<file path="src/rtl/hs_xfer_pkg.sv">
// Package: bit positions and the per-evaluation decision record shared by
// the handshake engine. Assumes an 8-bit port register.
package hs_xfer_pkg;
    localparam int REQ_BIT = 3;   // controller-driven, active low
    localparam int ACK_BIT = 4;   // host-driven, active low
    localparam int TIP_BIT = 5;   // host-driven, active low
    localparam int DIR_BIT = 4;   // auxiliary control: 1 = host sends
    localparam logic [7:0] PB_RESET = 8'h38;

    typedef struct packed {
        logic       append;  // push shift register into collect buffer
        logic       adv;     // deliver next response byte
        logic       flag;    // raise shift-register flag
        logic       pkt;     // host packet complete
        logic [7:0] nb;      // next port register value
    } eval_t;
endpackage

</file>
<file path="src/rtl/hs_eval.sv">
// Handshake evaluator: a purely combinational decision on one port update.
// It compares the incoming port value with the previous one and decides
// whether a byte moves, what the request bit becomes, and whether a packet ends.
// Assumes new_b already carries the controller-owned request bit.
module hs_eval
    import hs_xfer_pkg::*;
(
    input  logic       go,
    input  logic [7:0] old_b,
    input  logic [7:0] new_b,
    input  logic       dir_send,
    input  logic       pending,
    input  logic       last_one,
    input  logic       out_room,
    input  logic       out_nonempty,
    output eval_t      res
);
    logic pair_changed;
    assign pair_changed = {new_b[TIP_BIT], new_b[ACK_BIT]} != {old_b[TIP_BIT], old_b[ACK_BIT]};

    // Decide the effect of one evaluation.
    always_comb begin
        res    = '0;
        res.nb = new_b;
        if (go) begin
            if (!new_b[TIP_BIT]) begin
                if (pair_changed) begin
                    if (dir_send) begin
                        if (out_room) begin
                            res.append = 1'b1;
                            res.flag   = 1'b1;
                        end
                    end else if (pending) begin
                        res.adv  = 1'b1;
                        res.flag = 1'b1;
                        if (last_one) res.nb[REQ_BIT] = 1'b1;
                    end
                end
            end else if (old_b[TIP_BIT] && (new_b[ACK_BIT] != old_b[ACK_BIT])) begin
                res.nb[REQ_BIT] = new_b[ACK_BIT];
                res.flag        = 1'b1;
            end else begin
                if (!old_b[TIP_BIT]) begin
                    res.flag = 1'b1;
                    res.pkt  = out_nonempty;
                end
                if (pending) res.nb[REQ_BIT] = 1'b0;
            end
        end
    end
endmodule

</file>
<file path="src/rtl/hs_out_buf.sv">
// Collect buffer for host-sent bytes: appends at the count, clears the count
// at packet end, and stays readable by address. Assumes push and clear never coincide.
module hs_out_buf #(
    parameter int DEPTH = 16,
    parameter int W     = 8,
    localparam int CW   = $clog2(DEPTH + 1),
    localparam int AW   = $clog2(DEPTH)
) (
    input  logic          clk,
    input  logic          rst_n,
    input  logic          push,
    input  logic [W-1:0]  din,
    input  logic          clear,
    output logic [CW-1:0] count,
    input  logic [AW-1:0] rd_addr,
    output logic [W-1:0]  rd_data
);
    logic [W-1:0] mem [DEPTH];

    // Track how many bytes are held.
    always_ff @(posedge clk) begin
        if (!rst_n)      count <= '0;
        else if (clear)  count <= '0;
        else if (push && count < CW'(DEPTH)) count <= count + 1'b1;
    end

    // Store the appended byte.
    always_ff @(posedge clk) begin
        if (push && count < CW'(DEPTH)) mem[count[AW-1:0]] <= din;
    end

    assign rd_data = mem[rd_addr];


    out_bound_chk: assert property (@(posedge clk) disable iff (!rst_n)
        count <= CW'(DEPTH));
endmodule

</file>
<file path="src/rtl/hs_rsp_buf.sv">
// Response memory and delivery index: the local side writes bytes and commits
// a length; each advance hands out the next byte. Assumes len <= DEPTH.
module hs_rsp_buf #(
    parameter int DEPTH = 128,
    parameter int W     = 8,
    localparam int IW   = $clog2(DEPTH + 1),
    localparam int AW   = $clog2(DEPTH)
) (
    input  logic          clk,
    input  logic          rst_n,
    input  logic          wr,
    input  logic [AW-1:0] waddr,
    input  logic [W-1:0]  wdata,
    input  logic          load,
    input  logic [IW-1:0] len,
    input  logic          adv,
    output logic [W-1:0]  cur_byte,
    output logic          pending,
    output logic          last_one
);
    logic [W-1:0]  mem [DEPTH];
    logic [IW-1:0] idx, len_q;
    logic [IW-1:0] idx_eff, len_eff;

    // Store response bytes from the local side.
    always_ff @(posedge clk) begin
        if (wr) mem[waddr] <= wdata;
    end

    // Restart on commit, step on each delivered byte.
    always_ff @(posedge clk) begin
        if (!rst_n) begin
            idx   <= '0;
            len_q <= '0;
        end else if (load) begin
            len_q <= len;
            idx   <= adv ? IW'(1) : '0;
        end else if (adv) begin
            idx <= idx + 1'b1;
        end
    end

    assign idx_eff  = load ? '0  : idx;
    assign len_eff  = load ? len : len_q;
    assign pending  = idx_eff < len_eff;
    assign last_one = (idx_eff + 1'b1) >= len_eff;
    assign cur_byte = mem[idx_eff[AW-1:0]];


    rd_index_chk: assert property (@(posedge clk) disable iff (!rst_n)
        idx <= len_q);
endmodule

</file>
<file path="src/rtl/hs_xfer_top.sv">
// Three-wire byte transfer engine top: holds the port, control and shift
// registers and the flag, and wires the evaluator to both buffers.
// Assumes a host write and a response commit are evaluated together when they coincide.
module hs_xfer_top
    import hs_xfer_pkg::*;
#(
    parameter int OUT_DEPTH = 16,
    parameter int RSP_DEPTH = 128,
    localparam int LW  = $clog2(OUT_DEPTH + 1),
    localparam int OAW = $clog2(OUT_DEPTH),
    localparam int RAW = $clog2(RSP_DEPTH),
    localparam int RIW = $clog2(RSP_DEPTH + 1)
) (
    input  logic           clk,
    input  logic           rst_n,
    input  logic           pb_wr,
    input  logic [7:0]     pb_wdata,
    output logic [7:0]     pb_rdata,
    input  logic           ctl_wr,
    input  logic [7:0]     ctl_wdata,
    input  logic           sr_wr,
    input  logic [7:0]     sr_wdata,
    output logic [7:0]     sr_rdata,
    input  logic           sr_clr,
    output logic           sr_flag,
    input  logic           rsp_wr,
    input  logic [RAW-1:0] rsp_addr,
    input  logic [7:0]     rsp_wdata,
    input  logic           rsp_load,
    input  logic [RIW-1:0] rsp_len,
    output logic           pkt_valid,
    output logic [LW-1:0]  pkt_len,
    input  logic [OAW-1:0] pkt_rd_addr,
    output logic [7:0]     pkt_rd_data
);
    logic [7:0]    b_q, ctl_q, sr_q, new_b;
    logic [LW-1:0] out_count;
    logic [7:0]    rsp_byte;
    logic          pending, last_one, go;
    eval_t         res;

    // Merge a host write, keeping the controller-owned request bit.
    always_comb begin
        new_b = pb_wr ? pb_wdata : b_q;
        new_b[REQ_BIT] = b_q[REQ_BIT];
    end

    assign go = pb_wr | rsp_load;

    hs_eval u_eval (
        .go          (go),
        .old_b       (b_q),
        .new_b       (new_b),
        .dir_send    (ctl_q[DIR_BIT]),
        .pending     (pending),
        .last_one    (last_one),
        .out_room    (out_count < LW'(OUT_DEPTH)),
        .out_nonempty(out_count != '0),
        .res         (res)
    );

    hs_out_buf #(.DEPTH(OUT_DEPTH), .W(8)) u_out (
        .clk    (clk),
        .rst_n  (rst_n),
        .push   (res.append),
        .din    (sr_q),
        .clear  (res.pkt),
        .count  (out_count),
        .rd_addr(pkt_rd_addr),
        .rd_data(pkt_rd_data)
    );

    hs_rsp_buf #(.DEPTH(RSP_DEPTH), .W(8)) u_rsp (
        .clk     (clk),
        .rst_n   (rst_n),
        .wr      (rsp_wr),
        .waddr   (rsp_addr),
        .wdata   (rsp_wdata),
        .load    (rsp_load),
        .len     (rsp_len),
        .adv     (res.adv),
        .cur_byte(rsp_byte),
        .pending (pending),
        .last_one(last_one)
    );

    // Port and auxiliary control registers.
    always_ff @(posedge clk) begin
        if (!rst_n) begin
            b_q   <= PB_RESET;
            ctl_q <= '0;
        end else begin
            if (go)     b_q   <= res.nb;
            if (ctl_wr) ctl_q <= ctl_wdata;
        end
    end

    // Shift register: a delivered response byte wins over a host write.
    always_ff @(posedge clk) begin
        if (!rst_n)       sr_q <= '0;
        else if (res.adv) sr_q <= rsp_byte;
        else if (sr_wr)   sr_q <= sr_wdata;
    end

    // Flag: an event sets it, and a set wins over a clear.
    always_ff @(posedge clk) begin
        if (!rst_n)                      sr_flag <= 1'b0;
        else if (res.flag || rsp_load)   sr_flag <= 1'b1;
        else if (sr_clr)                 sr_flag <= 1'b0;
    end

    // Packet strobe and length.
    always_ff @(posedge clk) begin
        if (!rst_n) begin
            pkt_valid <= 1'b0;
            pkt_len   <= '0;
        end else begin
            pkt_valid <= res.pkt;
            if (res.pkt) pkt_len <= out_count;
        end
    end

    assign pb_rdata = b_q;
    assign sr_rdata = sr_q;


    pkt_len_chk: assert property (@(posedge clk) disable iff (!rst_n)
        pkt_valid |-> (pkt_len != '0 && out_count == '0));

    flag_set_chk: assert property (@(posedge clk) disable iff (!rst_n)
        (res.append || res.adv) |=> sr_flag);

    req_end_chk: assert property (@(posedge clk) disable iff (!rst_n)
        (res.adv && last_one) |=> pb_rdata[REQ_BIT]);

    ack_echo_chk: assert property (@(posedge clk) disable iff (!rst_n)
        (pb_wr && b_q[TIP_BIT] && pb_wdata[TIP_BIT] && (pb_wdata[ACK_BIT] != b_q[ACK_BIT]))
        |=> (pb_rdata[REQ_BIT] == $past(pb_wdata[ACK_BIT])));
endmodule

</file>
<file path="config.mk">
export PLATFORM = sky130hd
export DESIGN_NAME = hs_xfer_top
export DESIGN_NICKNAME = d
export VERILOG_FILES = /design/src/rtl/hs_xfer_pkg.sv /design/src/rtl/hs_eval.sv /design/src/rtl/hs_out_buf.sv /design/src/rtl/hs_rsp_buf.sv /design/src/rtl/hs_xfer_top.sv
export SDC_FILE = /design/constraint.sdc
export NUM_CORES = 2
export LEC_CHECK = 0
export ABC_AREA = 1
export BUFFER_PORTS_ARGS = -buffer_cell sky130_fd_sc_hd__clkbuf_2
export CORE_AREA = 8 8 354 356
export DETAILED_ROUTE_END_ITERATION = 7
export DIE_AREA = 0 0 362 364
export HOLD_SLACK_MARGIN = 0.15
export SYNTH_ARGS = -nofsm -noshare
export SYNTH_HDL_FRONTEND = slang
export SYNTH_HIERARCHICAL = 1
export SYNTH_SLANG_ARGS = --single-unit
</file>
<file path="constraint.sdc">
create_clock -name clk -period 4.45 [get_ports clk]
set_input_delay 0.89 -clock clk [delete_from_list [all_inputs] [get_ports clk]]
set_output_delay 0.89 -clock clk [all_outputs]
set_load 0.005 [all_outputs]
</file>
## Word-level counts from Yosys, hierarchy flattened

Memories as Yosys holds them, arrays and structs flattened.
Index checks and enable logic that the tools add are counted.

| cells by class | value |
|---|---|
| order comparisons | 3 |
| equality and inequality tests | 3 |
| $add $sub $neg | 3 |
| reduce and logical (&&, ||, !) cells | 14 |
| multiplexer cells | 34 |
| bitwise gates (word level) | 2 |

Operators with widths:

| operator | number |
|---|---|
| $mux 8 | 6 |
| $mux 1 | 22 |
| $add 8x1->8 const B | 2 |
| $reduce_bool 2->1 | 7 |
| $ge 8x8->1 | 1 |
| $lt 8x8->1 | 1 |
| $mux 2 | 3 |
| $mux 6 | 1 |
| $reduce_and 6->1 | 1 |
| $add 5x1->5 const B | 1 |
| $lt 5x5->1 const B | 1 |
| $reduce_bool 5->1 | 1 |
| $mux 4 | 1 |
| $mux 3 | 1 |
| $logic_and 1x1->1 | 2 |
| $ne 2x1->1 const B | 1 |
| $ne 2x2->1 | 1 |
| $reduce_and 2->1 | 1 |
| $reduce_or 2->1 | 1 |
| $logic_or 1x1->1 | 1 |
| $ne 1x1->1 | 1 |
| $not 1->1 | 1 |
| $or 1x1->1 | 1 |

| storage, ports and cells | value |
|---|---|
| logic and storage cells | 72 |
| memories kept | 2 |
| RAM bits | 1152 |
| register bits | 49 |
| output and inout bits | 31 |
| input port bits | 59 |

Memories:

| memory | depth | bits a word | rd ports | clocked after Yosys merged registers in | write ports | line | RTL |
|---|---|---|---|---|---|---|---|
| u_rsp.mem | 128 | 8 | 1 | 0 | 1 | hs_rsp_buf.sv:21 | `logic [W-1:0] mem [DEPTH];` |
| u_out.mem | 16 | 8 | 1 | 0 | 1 | hs_out_buf.sv:18 | `logic [W-1:0] mem [DEPTH];` |

## Depth between registers and ports, before layout

| depth | value |
|---|---|
| depth after elaboration | 10 |
| gate-level depth with buffers | 23 |
| mapped depth without buffers | 19 |

## By module

The synthesis kept the hierarchy.

Modules (own cells, without submodules):

| module | cells an instance | area an instance (µm²) | seq. area each (µm²) | times used |
|---|---|---|---|---|
| hs_rsp_buf | 4516 | 46119.2 | 31069.8 | 1 |
| hs_out_buf | 575 | 5865.6 | 3943.8 | 1 |
| hs_xfer_top | 157 | 1071.0 | 480.5 | 1 |
| hs_eval | 47 | 231.5 | 0.0 | 1 |

## Least setup slack after synthesis

Ideal clock, no wire load.

| timing | value |
|---|---|
| path kind | input to register |
| start point | input rsp_load |
| end point | register u_rsp.idx[6] |
| setup time | 0.058 ns |
| arrival time | 3.591 ns |
| required time | 4.392 ns |
| stages | 18 |
| buffers on the path | 2 |
| path slack | 0.801 ns |
| path through | buf_6 -> clkbuf_1 -> mux2i_1 -> ha_1 -> a21oi_1 -> o21ai_0 -> a31oi_1 -> nor3_1 -> nor2_1 -> inv_1 -> nor2_1 -> nand2_1 -> nor2_1 -> nand3_1 -> nor3_1 -> nand2_1 -> a21oi_1 -> o21a_1 |

RTL lines:

| item | line | RTL |
|---|---|---|
| from (decl) | hs_xfer_top.sv:29 | `input logic rsp_load,` |
| to (signal assigned) | hs_rsp_buf.sv:37 | `idx <= adv ? IW'(1) : '0;` |
| to (signal assigned) | hs_rsp_buf.sv:39 | `idx <= idx + 1'b1;` |
| to (decl) | hs_rsp_buf.sv:22 | `logic [IW-1:0] idx, len_q;` |

==> flow_metrics.py <==
metrics = {
    "outcome": {
        "status": "complete, no violations",
    },
    "logic_synthesis": {
        "yosys-top-cells-count": "1417 x nand2_1, 1152 x edfxtp_1, 1051 x nand3_1",
        "synth.largest_area_cell": "edfxtp_1",
        "syn-num-nets": 5375,
        "ys_warn_count": 6,
        "synth_seq_area_share_pct": 66.61,
        "synth_most_common_cell": "nand2_1",
        "synthTopCellsByArea": "edfxtp_1 65%, nand2_1 10%, nand3_1 9.9%",
        "synth_edf_count": 1152,
        "ys.flop_type": "edfxtp_1",
        "async_flop_share_pct": 0,
        "synth.avg_cell_area_sq_um": 10.06,
        "synth_seq_cells": 1197,
        "synthesis.instances": 5295,
        "netlist_area_sq_mm": 0.05329,
        "synth.distinct_cells": 36,
        "synth.top_cell.area_share_pct": 64.92,
    },
    "placement": {
        "place.gp.congestion": 0.8541,
        "dp_hpwl_um": 77700,
        "place_area_sq_mm": 0.05518,
        "portBuffers": 81,
    },
    "floorplanning": {
        "num_rows": 127,
        "io_pins": 90,
        "die-area_sq_mm": 0.1318,
        "die_h_um": 364,
        "core-area_sq_mm": 0.1193,
        "initial_core_util_pct": 44.65,
        "die_w_um": 362,
    },
    "clocking": {
        "clock_sink_count": 1197,
        "path_clk_slew_ps": 60,
        "cts_resized": 0,
        "clk_latency_ps": 730,
        "cts_buffers": 131,
        "hold_buffers": 0,
        "post-cts-setup-buffers": 0,
        "cts_buffer_depth": 3,
        "clockRootBuffer": "clkbuf_16",
        "cts_tree": "built",
        "cts_htree_levels": 4,
    },
    "power": {
        "p_total_mw": 23.99,
        "leakage_nw": 24.87,
        "power_density_mw_per_mm2": 404.9,
        "vdd.ir_drop.worst_uv": 377.4,
    },
    "setup_path": {
        "path_buf_inv": 5,
        "crit_slowest_cell": "ha_1",
        "slowest_delay_ps": 290,
        "path_class": "in2reg",
        "cp_cell_sequence": "clkbuf_2, inv_4, nand2_8, inv_8, ha_1, a21oi_1, o21ai_0, a31oi_1, nor3_1, nor2_1, inv_1, nor2_1, nand2_1, nor2_1, buf_4, nand3_1, nor3_1, nand2_1, a21oi_1, o21a_1",
        "endpoint_kind": "flop",
        "start_kind": "input pin",
        "worst_path_most_repeated_cell": "nor2_1",
        "arrival_ps": 4110,
        "crit_fanout": 41,
        "critPathTopFamily": "buffers and inverters",
        "crit_required_ps": 5120,
    },
    "sta": {
        "setup_violations": 0,
        "worst_hold_slack_ps": 357.0,
        "relSlewSlack_pct": 29.18,
        "slew_viol_final": 0,
        "tns_ps": 0,
        "fin_crit_ps": 3442,
        "hold_viol_final": 0,
        "grt_setup_unrepaired": "no",
        "fmax_ghz": 0.2905,
        "fin_crit_sh_pct": 77.34,
        "max_slew.worst_pin.slew_ps": 1062,
        "skew_ps": 29.45,
    },
    "global_routing": {
        "grt_usage_pct": 20.00,
        "grt_max_degree": 153,
        "grt_overflow_total": 0,
        "antenna_found_initial": 3,
        "grt_pass1_vias": 33810,
        "grt_pass1_wl_um": 203100,
    },
    "detailed_routing": {
        "finalWirelength_um": 133200,
        "antenna_left": 0,
        "drt_iter0_drc": 3285,
        "viasPerCell": 5.069,
        "drc": 0,
        "post_drt_wl_per_cell_um": 18.93,
        "vias": 35660,
        "drt_pre_antenna_iters": 6,
    },
    "layout": {
        "final_area_sq_mm": 0.05925,
        "layout-drive-gt1-share_pct": 6.973,
        "area_growth_pct": 11.20,
        "layout.nets": 5406,
    },
    "hold_path": {
        "min_path_type": "in2reg",
    },
    "flow_run": {
        "max_cap_violations": 0,
    },
}
power by group:
| group | switching, mW | internal (mW) |
|---|---|---|
| logic | 0.899 | 0.303 |
| clock network | 4.35 | 5.98 |
| registers | 0.0342 | 12.4 |
metal layers:
metal	global-route usage, %	vias up	share of wire [%]
met5	0	-	0.019
li1	-	17240	-
met3	3.655	267	7.0
met2	31.95	1083	46
met4	7.953	4	3.6
met1	27.14	17070	43
cells in the final DEF (no fill, tap or decap), types with 5 or more instances in the layout:
master	Yosys	final
a21oi_1	27	27
buf_12	0	18
buf_4	28	69
buf_6	29	8
bufinv_16	0	7
clkbuf_1	50	24
clkbuf_16	0	134
clkbuf_2	0	73
clkinv_1	4	24
clkinv_2	0	24
clkinv_8	0	5
dfxtp_1	45	45
edfxtp_1	1152	1152
ha_1	21	21
inv_1	981	980
inv_2	8	7
mux2i_1	5	5
nand2_1	1417	1417
nand3_1	1051	1051
nor2_1	193	192
nor2_4	2	5
nor3_1	15	15
o211ai_1	24	24
o21ai_0	16	16
or2_1	39	39
cell type report:
class | instances | area, sq um
inverter | 995 | 3750
clock inverter | 67 | 589.3
sequential | 1197 | 35490
multi-input combinational | 2833 | 12580
timing repair buffer | 168 | 1334
clock buffer | 161 | 3485
tap | 1612 | 2017
antenna | 2 | 5.005
fill | 10640 | 60080
cells by family (layout without fill, tap and decap cells):
| family | Yosys count | in the layout | synth area share [%] |
|---|---|---|---|
| and+or+nand+nor | 2731 | 2731 | 22.06 |
| buffers and inverters | 1265 | 1391 | 9.866 |
| DFF | 1197 | 1197 | 66.61 |
| AOI/OAI and AO/OA | 73 | 73 | 0.8242 |
| xor gates and xnor gates | 3 | 3 | 0.04932 |
| other | 0 | 2 | 0 |
| adders and majority gates | 21 | 21 | 0.4931 |
| muxes | 5 | 5 | 0.09392 |
state kept, by name (all words and copies together), names as in the netlist:
signal and cells:
u_out/count 5, pkt_len 5, pb_rdata 8, u_out/mem 128
u_rsp/len_q 8, sr_rdata 8, sr_flag 1, u_rsp/mem 1024
u_rsp/idx 8, ctl_q 1, pkt_valid 1
metrics by stage:
step | util, % | std cells | worst slack (ps)
floorplan | - | 5295 | 801.1
global placement | 46.24 | 6805 | 331.2
detailed placement | 46.24 | 6805 | 354.9
CTS | 49.65 | 7033 | 1120
global route | 49.65 | 7033 | 731.3
finish | 49.65 | 7035 | 1008
path summary, 6_finish.rpt:
| kind | cells after the start | slack, ps | endpoint | startpoint |
|---|---|---|---|---|
| hold / removal | 2 | 360 | ctl_q[4] | ctl_wr |
| setup / recovery | 20 | 1010 | u_rsp/idx[6] | rsp_load |
| hold reg to reg | 2 | 470 | u_rsp/len_q[0] | u_rsp/len_q[0] |
| setup reg to reg | 18 | 1110 | u_rsp/idx[6] | u_rsp/idx[1] |
Note: power is estimated with default switching activity, not from simulation.
